[src/rtl/mfsk_pkg.sv]
package mfsk_pkg;
  localparam int unsigned SPACE_W = 3;
  localparam int unsigned CAP_W   = 6;
  localparam int unsigned SYNC_STAGES = 2;
endpackage

[src/rtl/mfsk_sync2.sv]
module mfsk_sync2 #(
  parameter int unsigned W      = 2,
  parameter int unsigned STAGES = 2
) (
  input  logic         clk,
  input  logic         rst_n,
  input  logic [W-1:0] d_i,
  output logic [W-1:0] q_o
);
  logic [W-1:0] pipe_q [STAGES];
  logic [W-1:0] pipe_d [STAGES];

  always_comb begin
    pipe_d[0] = d_i;
    for (int s = 1; s < STAGES; s++) pipe_d[s] = pipe_q[s-1];
  end

  generate
    for (genvar s = 0; s < STAGES; s++) begin : g_stage
      always_ff @(posedge clk or negedge rst_n) begin
        if (!rst_n) pipe_q[s] <= '0;
        else        pipe_q[s] <= pipe_d[s];
      end
    end
  endgenerate

  assign q_o = pipe_q[STAGES-1];
endmodule

[src/rtl/mfsk_therm_dec.sv]
module mfsk_therm_dec #(
  parameter int unsigned CODE_W = 3,
  parameter int unsigned EN_W   = 6
) (
  input  logic [CODE_W-1:0] code_i,
  output logic [EN_W-1:0]   therm_o
);
  localparam logic [CODE_W-1:0] MAX_CODE = CODE_W'(EN_W - 1);

  logic [CODE_W-1:0] sat_code;

  always_comb begin
    sat_code = (code_i > MAX_CODE) ? MAX_CODE : code_i;
  end

  generate
    for (genvar i = 0; i < EN_W; i++) begin : g_cap
      assign therm_o[i] = (sat_code >= CODE_W'(i));
    end
  endgenerate
endmodule

[src/rtl/mfsk_bit_seq.sv]
module mfsk_bit_seq #(
  parameter int unsigned BIT_CYC = 4,
  parameter int unsigned CODE_W  = 3
) (
  input  logic              clk,
  input  logic              rst_n,
  input  logic              vld_s,
  input  logic              bit_s,
  input  logic [CODE_W-1:0] code_i,
  output logic              active_o,
  output logic              chip_o,
  output logic [CODE_W-1:0] code_o
);
  localparam int unsigned CW   = (BIT_CYC > 2) ? $clog2(BIT_CYC) : 1;
  localparam logic [CW-1:0] LAST = CW'(BIT_CYC - 1);
  localparam logic [CW-1:0] HALF = CW'(BIT_CYC / 2);

  logic              active_q, active_d;
  logic [CW-1:0]     cnt_q, cnt_d;
  logic              bit_q, bit_d;
  logic [CODE_W-1:0] code_q, code_d;
  logic              boundary;
  logic              en_bit;

  always_comb begin
    boundary = !active_q || (cnt_q == LAST);
    en_bit   = boundary && vld_s;
    active_d = active_q;
    cnt_d    = cnt_q;
    bit_d    = bit_q;
    code_d   = code_q;
    if (boundary) begin
      active_d = vld_s;
      cnt_d    = '0;
    end else begin
      cnt_d    = cnt_q + CW'(1);
    end
    if (en_bit) begin
      bit_d  = bit_s;
      code_d = code_i;
    end
  end

  always_ff @(posedge clk or negedge rst_n) begin
    if (!rst_n) begin
      active_q <= 1'b0;
      cnt_q    <= '0;
      bit_q    <= 1'b0;
      code_q   <= '0;
    end else begin
      active_q <= active_d;
      cnt_q    <= cnt_d;
      if (en_bit) begin
        bit_q  <= bit_d;
        code_q <= code_d;
      end
    end
  end

  assign active_o = active_q;
  assign code_o   = code_q;
  assign chip_o   = active_q ? ((cnt_q < HALF) ? bit_q : ~bit_q) : 1'b1;

  AST_CODE_HOLD: assert property (@(posedge clk) disable iff (!rst_n)
    (active_q && cnt_q != '0) |-> $stable(code_q)) else $error("code changed mid-bit");

  AST_BIT_HOLD: assert property (@(posedge clk) disable iff (!rst_n)
    (active_q && cnt_q != '0) |-> $stable(bit_q)) else $error("bit changed mid-bit");

  AST_CHIP_SPLIT: assert property (@(posedge clk) disable iff (!rst_n)
    (active_q && cnt_q == HALF) |-> (chip_o != $past(chip_o))) else $error("no mid-bit transition");

  AST_CNT_RANGE: assert property (@(posedge clk) disable iff (!rst_n)
    cnt_q <= LAST) else $error("counter out of range");
endmodule

[src/rtl/mfsk_tune_ctrl.sv]
module mfsk_tune_ctrl #(
  parameter int unsigned BIT_CYC = 4
) (
  input  logic       clk,
  input  logic       rst_n,
  input  logic       bit_vld,
  input  logic       bit_in,
  input  logic [2:0] spacing,
  output logic       chip_o,
  output logic [5:0] tune_en
);
  import mfsk_pkg::*;

  logic [1:0]         rst_pipe_q;
  logic               rst_core_n;
  logic [1:0]         raw_in, sync_out;
  logic               seq_active;
  logic               seq_chip;
  logic [SPACE_W-1:0] seq_code;
  logic [CAP_W-1:0]   therm;

  always_ff @(posedge clk or negedge rst_n) begin
    if (!rst_n) rst_pipe_q <= 2'b00;
    else        rst_pipe_q <= {rst_pipe_q[0], 1'b1};
  end
  assign rst_core_n = rst_pipe_q[1];

  assign raw_in = {bit_vld, bit_in};

  mfsk_sync2 #(.W(2), .STAGES(SYNC_STAGES)) u_sync (
    .clk   (clk),
    .rst_n (rst_core_n),
    .d_i   (raw_in),
    .q_o   (sync_out)
  );

  mfsk_bit_seq #(.BIT_CYC(BIT_CYC), .CODE_W(SPACE_W)) u_seq (
    .clk      (clk),
    .rst_n    (rst_core_n),
    .vld_s    (sync_out[1]),
    .bit_s    (sync_out[0]),
    .code_i   (spacing),
    .active_o (seq_active),
    .chip_o   (seq_chip),
    .code_o   (seq_code)
  );

  mfsk_therm_dec #(.CODE_W(SPACE_W), .EN_W(CAP_W)) u_dec (
    .code_i  (seq_code),
    .therm_o (therm)
  );

  assign chip_o  = seq_chip;
  assign tune_en = seq_chip ? '0 : therm;

  AST_IDLE_STATE: assert property (@(posedge clk) disable iff (!rst_core_n)
    !seq_active |-> (chip_o && tune_en == '0)) else $error("not idle");

  AST_HIGH_CHIP_OFF: assert property (@(posedge clk) disable iff (!rst_core_n)
    chip_o |-> (tune_en == '0)) else $error("caps on during high chip");

  AST_THERM_SHAPE: assert property (@(posedge clk) disable iff (!rst_core_n)
    !chip_o |-> (tune_en[0] && ((tune_en & (tune_en + 6'd1)) == '0))) else $error("not thermometer");

  AST_SAT_CODE: assert property (@(posedge clk) disable iff (!rst_core_n)
    (!chip_o && seq_code >= 3'd5) |-> (&tune_en)) else $error("no saturation");
endmodule

[config.mk]
export PLATFORM = sky130hd
export DESIGN_NAME = mfsk_tune_ctrl
export DESIGN_NICKNAME = d
export VERILOG_FILES = /design/src/rtl/mfsk_pkg.sv /design/src/rtl/mfsk_sync2.sv /design/src/rtl/mfsk_therm_dec.sv /design/src/rtl/mfsk_bit_seq.sv /design/src/rtl/mfsk_tune_ctrl.sv
export SDC_FILE = /design/constraint.sdc
export NUM_CORES = 1
export LEC_CHECK = 0
export ABC_AREA = 1
export BUFFER_PORTS_ARGS = -buffer_cell sky130_fd_sc_hd__buf_4
export CORE_AREA = 2 2 39 41
export CTS_BUF_LIST = sky130_fd_sc_hd__clkbuf_4
export DETAILED_ROUTE_END_ITERATION = 7
export DIE_AREA = 0 0 41 43
export RECOVER_POWER = 25
export SETUP_SLACK_MARGIN = 0.2
export SLEW_MARGIN = 0
export SYNTH_ARGS = -nofsm -noshare
export SYNTH_HDL_FRONTEND = slang
export SYNTH_SLANG_ARGS = --single-unit
[constraint.sdc]
create_clock -name clk -period 1.2 [get_ports clk]
set_clock_uncertainty 0.2 [all_clocks]
set_input_delay 0.3 -clock clk [delete_from_list [all_inputs] [get_ports clk]]
set_output_delay 0.3 -clock clk [all_outputs]
set_load 0.03 [all_outputs]
* Word-level counts from Yosys, hierarchy flattened
Cells that the tools add are included.
** Storage, ports and cells
- Register bits :: 13
- Input bits :: 7
- Output and inout port bits :: 7
- Logic and storage cells :: 26
** Cells by class
- $add $sub $neg :: 1
- Magnitude comparators :: 8
- Equality and inequality tests :: 1
- Multiplexer cells :: 5
- Bitwise operators :: 1
- Reductions and logical operators :: 3
** Operator list (number)
- 3-bit by 1-bit greater-or-equal comparator with 1-bit output (second input constant) :: 2
- 3-bit by 2-bit greater-or-equal comparator with 1-bit output (second input constant) :: 2
- 3-bit greater-or-equal comparator (second input constant) :: 2
- 6-bit 2-to-1 mux :: 1
- 3-bit greater-than comparator (second input constant) :: 1
- 3-bit 2-to-1 mux :: 1
- 2-bit by 1-bit adder with 2-bit output (second input constant) :: 1
- 2-bit equality test (second input constant) :: 1
- 2-bit less-than comparator (second input constant) :: 1
- 1-bit 2-to-1 mux :: 2
- 2-bit 2-to-1 mux :: 1
- 1-bit logical AND :: 1
- 1-bit zero test :: 1
- 1-bit logical OR :: 1
- 1-bit inverter :: 1

* Longest topological paths before layout
- Depth after elaboration :: 4
- Depth in mapped cells :: 6
- Mapped depth without buffers :: 6

* Cells and area by module
A second synthesis with hierarchy kept.
** Second synthesis, totals
- Cells, all modules :: 60
- Area, all modules :: 540.5 µm²
** By module, submodules not included
- mfsk_bit_seq :: instances 1, cells an instance 31, area each 297.8 µm², seq. area each 175.2 µm²
- mfsk_sync2 :: instances 1, cells an instance 4, area each 100.1 µm², seq. area each 100.1 µm²
- mfsk_tune_ctrl :: instances 1, cells an instance 15, area each 98.8 µm², seq. area each 50.0 µm²
- mfsk_therm_dec :: instances 1, cells an instance 10, area each 43.8 µm², seq. area each 0.0 µm²

* Least setup slack after synthesis
OpenSTA, ideal clock, no wires.
- Kind :: register to output
- From :: reg u_seq.cnt_q[1]
- To :: out tune_en[1]
- Data arrival time :: 1.086 ns
- Required time :: 0.700 ns
- Path slack :: -0.386 ns
- Cell stages (with the launch flop) :: 4
- Buffers on the path :: 0
- Cells stage by stage :: dfrtp_1 > nand2_1 > nand3_4 > nor2_1
** Between the ends
- Word-level cells in the longest chain between the ends :: 4
** RTL lines
- start, declared :: line mfsk_bit_seq.sv:19 : logic [CW-1:0] cnt_q, cnt_d;
- start signal, assigned :: line mfsk_bit_seq.sv:52 : cnt_q <= cnt_d;
- 2-bit less-than comparator :: line mfsk_bit_seq.sv:62 : assign chip_o = active_q ? ((cnt_q < HALF) ? bit_q : ~bit_q) : 1'b1;
- 1-bit 2-to-1 mux (2 in a row) :: line mfsk_bit_seq.sv:62
- via chip_o :: line mfsk_tune_ctrl.sv:9 : output logic chip_o,
- 6-bit 2-to-1 mux :: line mfsk_tune_ctrl.sv:54 : assign tune_en = seq_chip ? '0 : therm;
- end, declared :: line mfsk_tune_ctrl.sv:10 : output logic [5:0] tune_en
The timed path passes the listed nets, and every way through them passes these cells.

* Worst setup path after layout
- From :: reg u_seq.cnt_q[1]
- To :: out tune_en[0]
** Between the ends
- Word-level cells in the longest chain between the ends :: 4
** RTL lines (line)
- 2-bit less-than comparator :: mfsk_bit_seq.sv:62
- 1-bit 2-to-1 mux (2 in a row) :: mfsk_bit_seq.sv:62
- 6-bit 2-to-1 mux :: mfsk_tune_ctrl.sv:54
Every way passes these cells.

==> run metrics <==
status=finished, violations left; failing checks=hold timing, setup timing; P_leak=~0.41 nW; CP endpoint kind=output port; vias per std cell=~4.3; critical path launch point type=flop; Peak Freq=0.574 GHz; HPWL Detailed=654 um; sequential cell area=approximately 330 um2; Tot GR Track Use=11.2%; critical-path maximum fanout=7; sequential element share of the synthesized area=63.7%; die area=0.00176 mm2; row cnt=14; Antenna Cells=0; H-tree level count=1; Clock Sinks=13; TritonCTS clock tree=built; DR pass1 iterations=1; warnings from Yosys=0; setup ws final=-0.543 ns; register bit total from synthesis=13; final WL=just under 800 um; wire per inst=8.35 um; share of cells above drive strength 1=50.0%; final setup fails=14; Final #Nets=87; Starting Density=between 30% and 40%; vias in the first global route=383; Syn Nets=58; Area Overhead vs Synth=64.5%; CP Data Required Time=0.70 ns; core area=around 0.0014 mm2; initial antenna violation count=0; RSZ-0062 raised after global routing=true; max-cap violations=0; worst hold-check path type=flop to asynchronous set/reset pin; leading cell types in the layout, fill and taps excluded=buf_4 (13), dfrtp_1 (13), nand2_1 (9); met3 usage=1.57%; Filler Cells Inserted=110; ANT nets after route=0; pwr dens=2980 mW/mm2; Placed Cells=84; area occupied by multi-input gates=228 um2; Post-Syn Area=just over 500 um2; worst vdd ir=approximately 1100 uV; final slew viol count=0; period utilization=145%; initial DRC count=0; Skew-Pair Late Insertion Delay=~0.26 ns; global-route wire length before repair=between 1000 and 1500 um; largest net degree at the start of global routing=12; residual DRC count=0; met1 Track Usage GR=13.4%; vias=approximately 410; Cells after Synth=50; Placer Congestion=0.740; Congestion Overflow GR=0; syn avg cell area=10.2 um2; die width=41 um; clk slew on worst S/H paths=0.07 ns; Critical Path AT=1.24 ns; total power=roughly 2.5 mW; die height=43 um; I/O Buffers=13; Crit Path Category=flop to output port; Netlist cell types=12; Most Used Layer, Global Route=met2; met2 usage=between 10% and 20%; Ports=14; final hold vios=11; CTS buffer count=3; setup TNS=-5.50 ns; Tmin final=1.74 ns; Min Hold Slack=-0.0355 ns; Non-Filler Instances=94; CTS max path bufs=2; Root Buffer=clkbuf_4
per-stage QoR:
step / cell area (um2) / utilization, % / worst slack (ns)
finish: 840 / 60.7 / -0.543
detailed placement: 709 / 51.3 / -0.290
CTS: 831 / 60.0 / -0.565
global route: 840 / 60.7 / -0.624
floorplan: 554 / - / -0.273
global placement: 709 / 51.3 / -0.256
worst max-delay path, cell delays in order (launching register included):
cell and delay, ns:
dfrtp_1 0.40, inv_1 0.07, nand2_2 0.06, nand3_4 0.19, clkinvlp_4 0.12, buf_6 0.14
flip-flops by register name, summed over array words and instances (netlist names):
signal and count:
u_seq.cnt_q 2, u_seq.active_o 1, u_seq.code_o 3, u_seq.bit_q 1, u_sync.pipe_d 2, rst_pipe_q 2
u_sync.q_o 2
cells by family (layout without fill, tap and decap cells):
family	count (synthesis)	count (layout)	share of synthesized area (%)
other	1	1	0.735
buffers and inverters	6	34	4.41
flip-flops	13	13	63.7
AO/OA/AOI/OAI	2	2	1.96
adder cells (fa/ha/maj)	1	1	2.45
AND/OR/NAND/NOR	27	27	26.7
synthesized netlist by cell type:
cell / count / area (um2)
nand2_1: 11 / 41.3
ha_1: 1 / 12.5
conb_1: 1 / 3.75
nor2_1: 8 / 30.0
nand3_1: 4 / 20.0
nand2_4: 2 / 22.5
nand3_4: 1 / 17.5
nor3_1: 1 / 5.00
a21oi_1: 1 / 5.00
dfrtp_1: 13 / 325
o21ai_0: 1 / 5.00
inv_1: 6 / 22.5
worst paths after layout:
| check | startpoint | endpoint | slack [ns] | cells past startpoint |
|---|---|---|---|---|
| worst max-delay path | u_seq.cnt_q[1] | tune_en[0] | -0.54 | 5 |
| worst min-delay path | rst_pipe_q[1] | u_sync.q_o[0] | -0.04 | 0 |
| worst max register to register | u_seq.cnt_q[1] | u_seq.code_o[2] | -0.30 | 9 |
| worst min register to register | rst_pipe_q[1] | u_sync.q_o[0] | -0.04 | 0 |
| max in group asynchronous | rst_n | rst_pipe_q[0] | 0.53 | 2 |
| min in group clk | spacing[1] | u_seq.code_o[1] | 0.07 | 3 |
repair_timing:
item / in CTS / in global routing
pin swaps: 4 / 3
gates resized for setup: 12 / 1
endpoints found under the hold margin: 15 / 0
endpoints found under the setup margin: 14 / 14
buffers inserted: 2 / 1
hold buffers: 3 / 0
where the power goes:
group / leakage, nW / internal [mW] / total (mW) / switching (mW)
logic: 0.232 / 0.691 / 1.54 / 0.849
clock network: 0.0184 / 0.151 / 0.266 / 0.115
registers: 0.155 / 0.561 / 0.692 / 0.132
per-layer routing:
metal  wire length [um]  vias up  share of wire, %
li1                   -      211                 -
met1                304      184                39
met2                437       11                56
met3                 39        2               5.0
met4                  4        0              0.51
met5                  0        -                 0
area by class of cell:
| type | count | share of cell area, % |
|---|---|---|
| clock buffer | 4 | 3.58 |
| inverter | 6 | 3.13 |
| multi-input combinational | 31 | 27.1 |
| sequential | 13 | 38.7 |
| tap | 16 | 2.38 |
| timing repair buffer | 24 | 25.0 |
(Power assumes the default switching activity.)
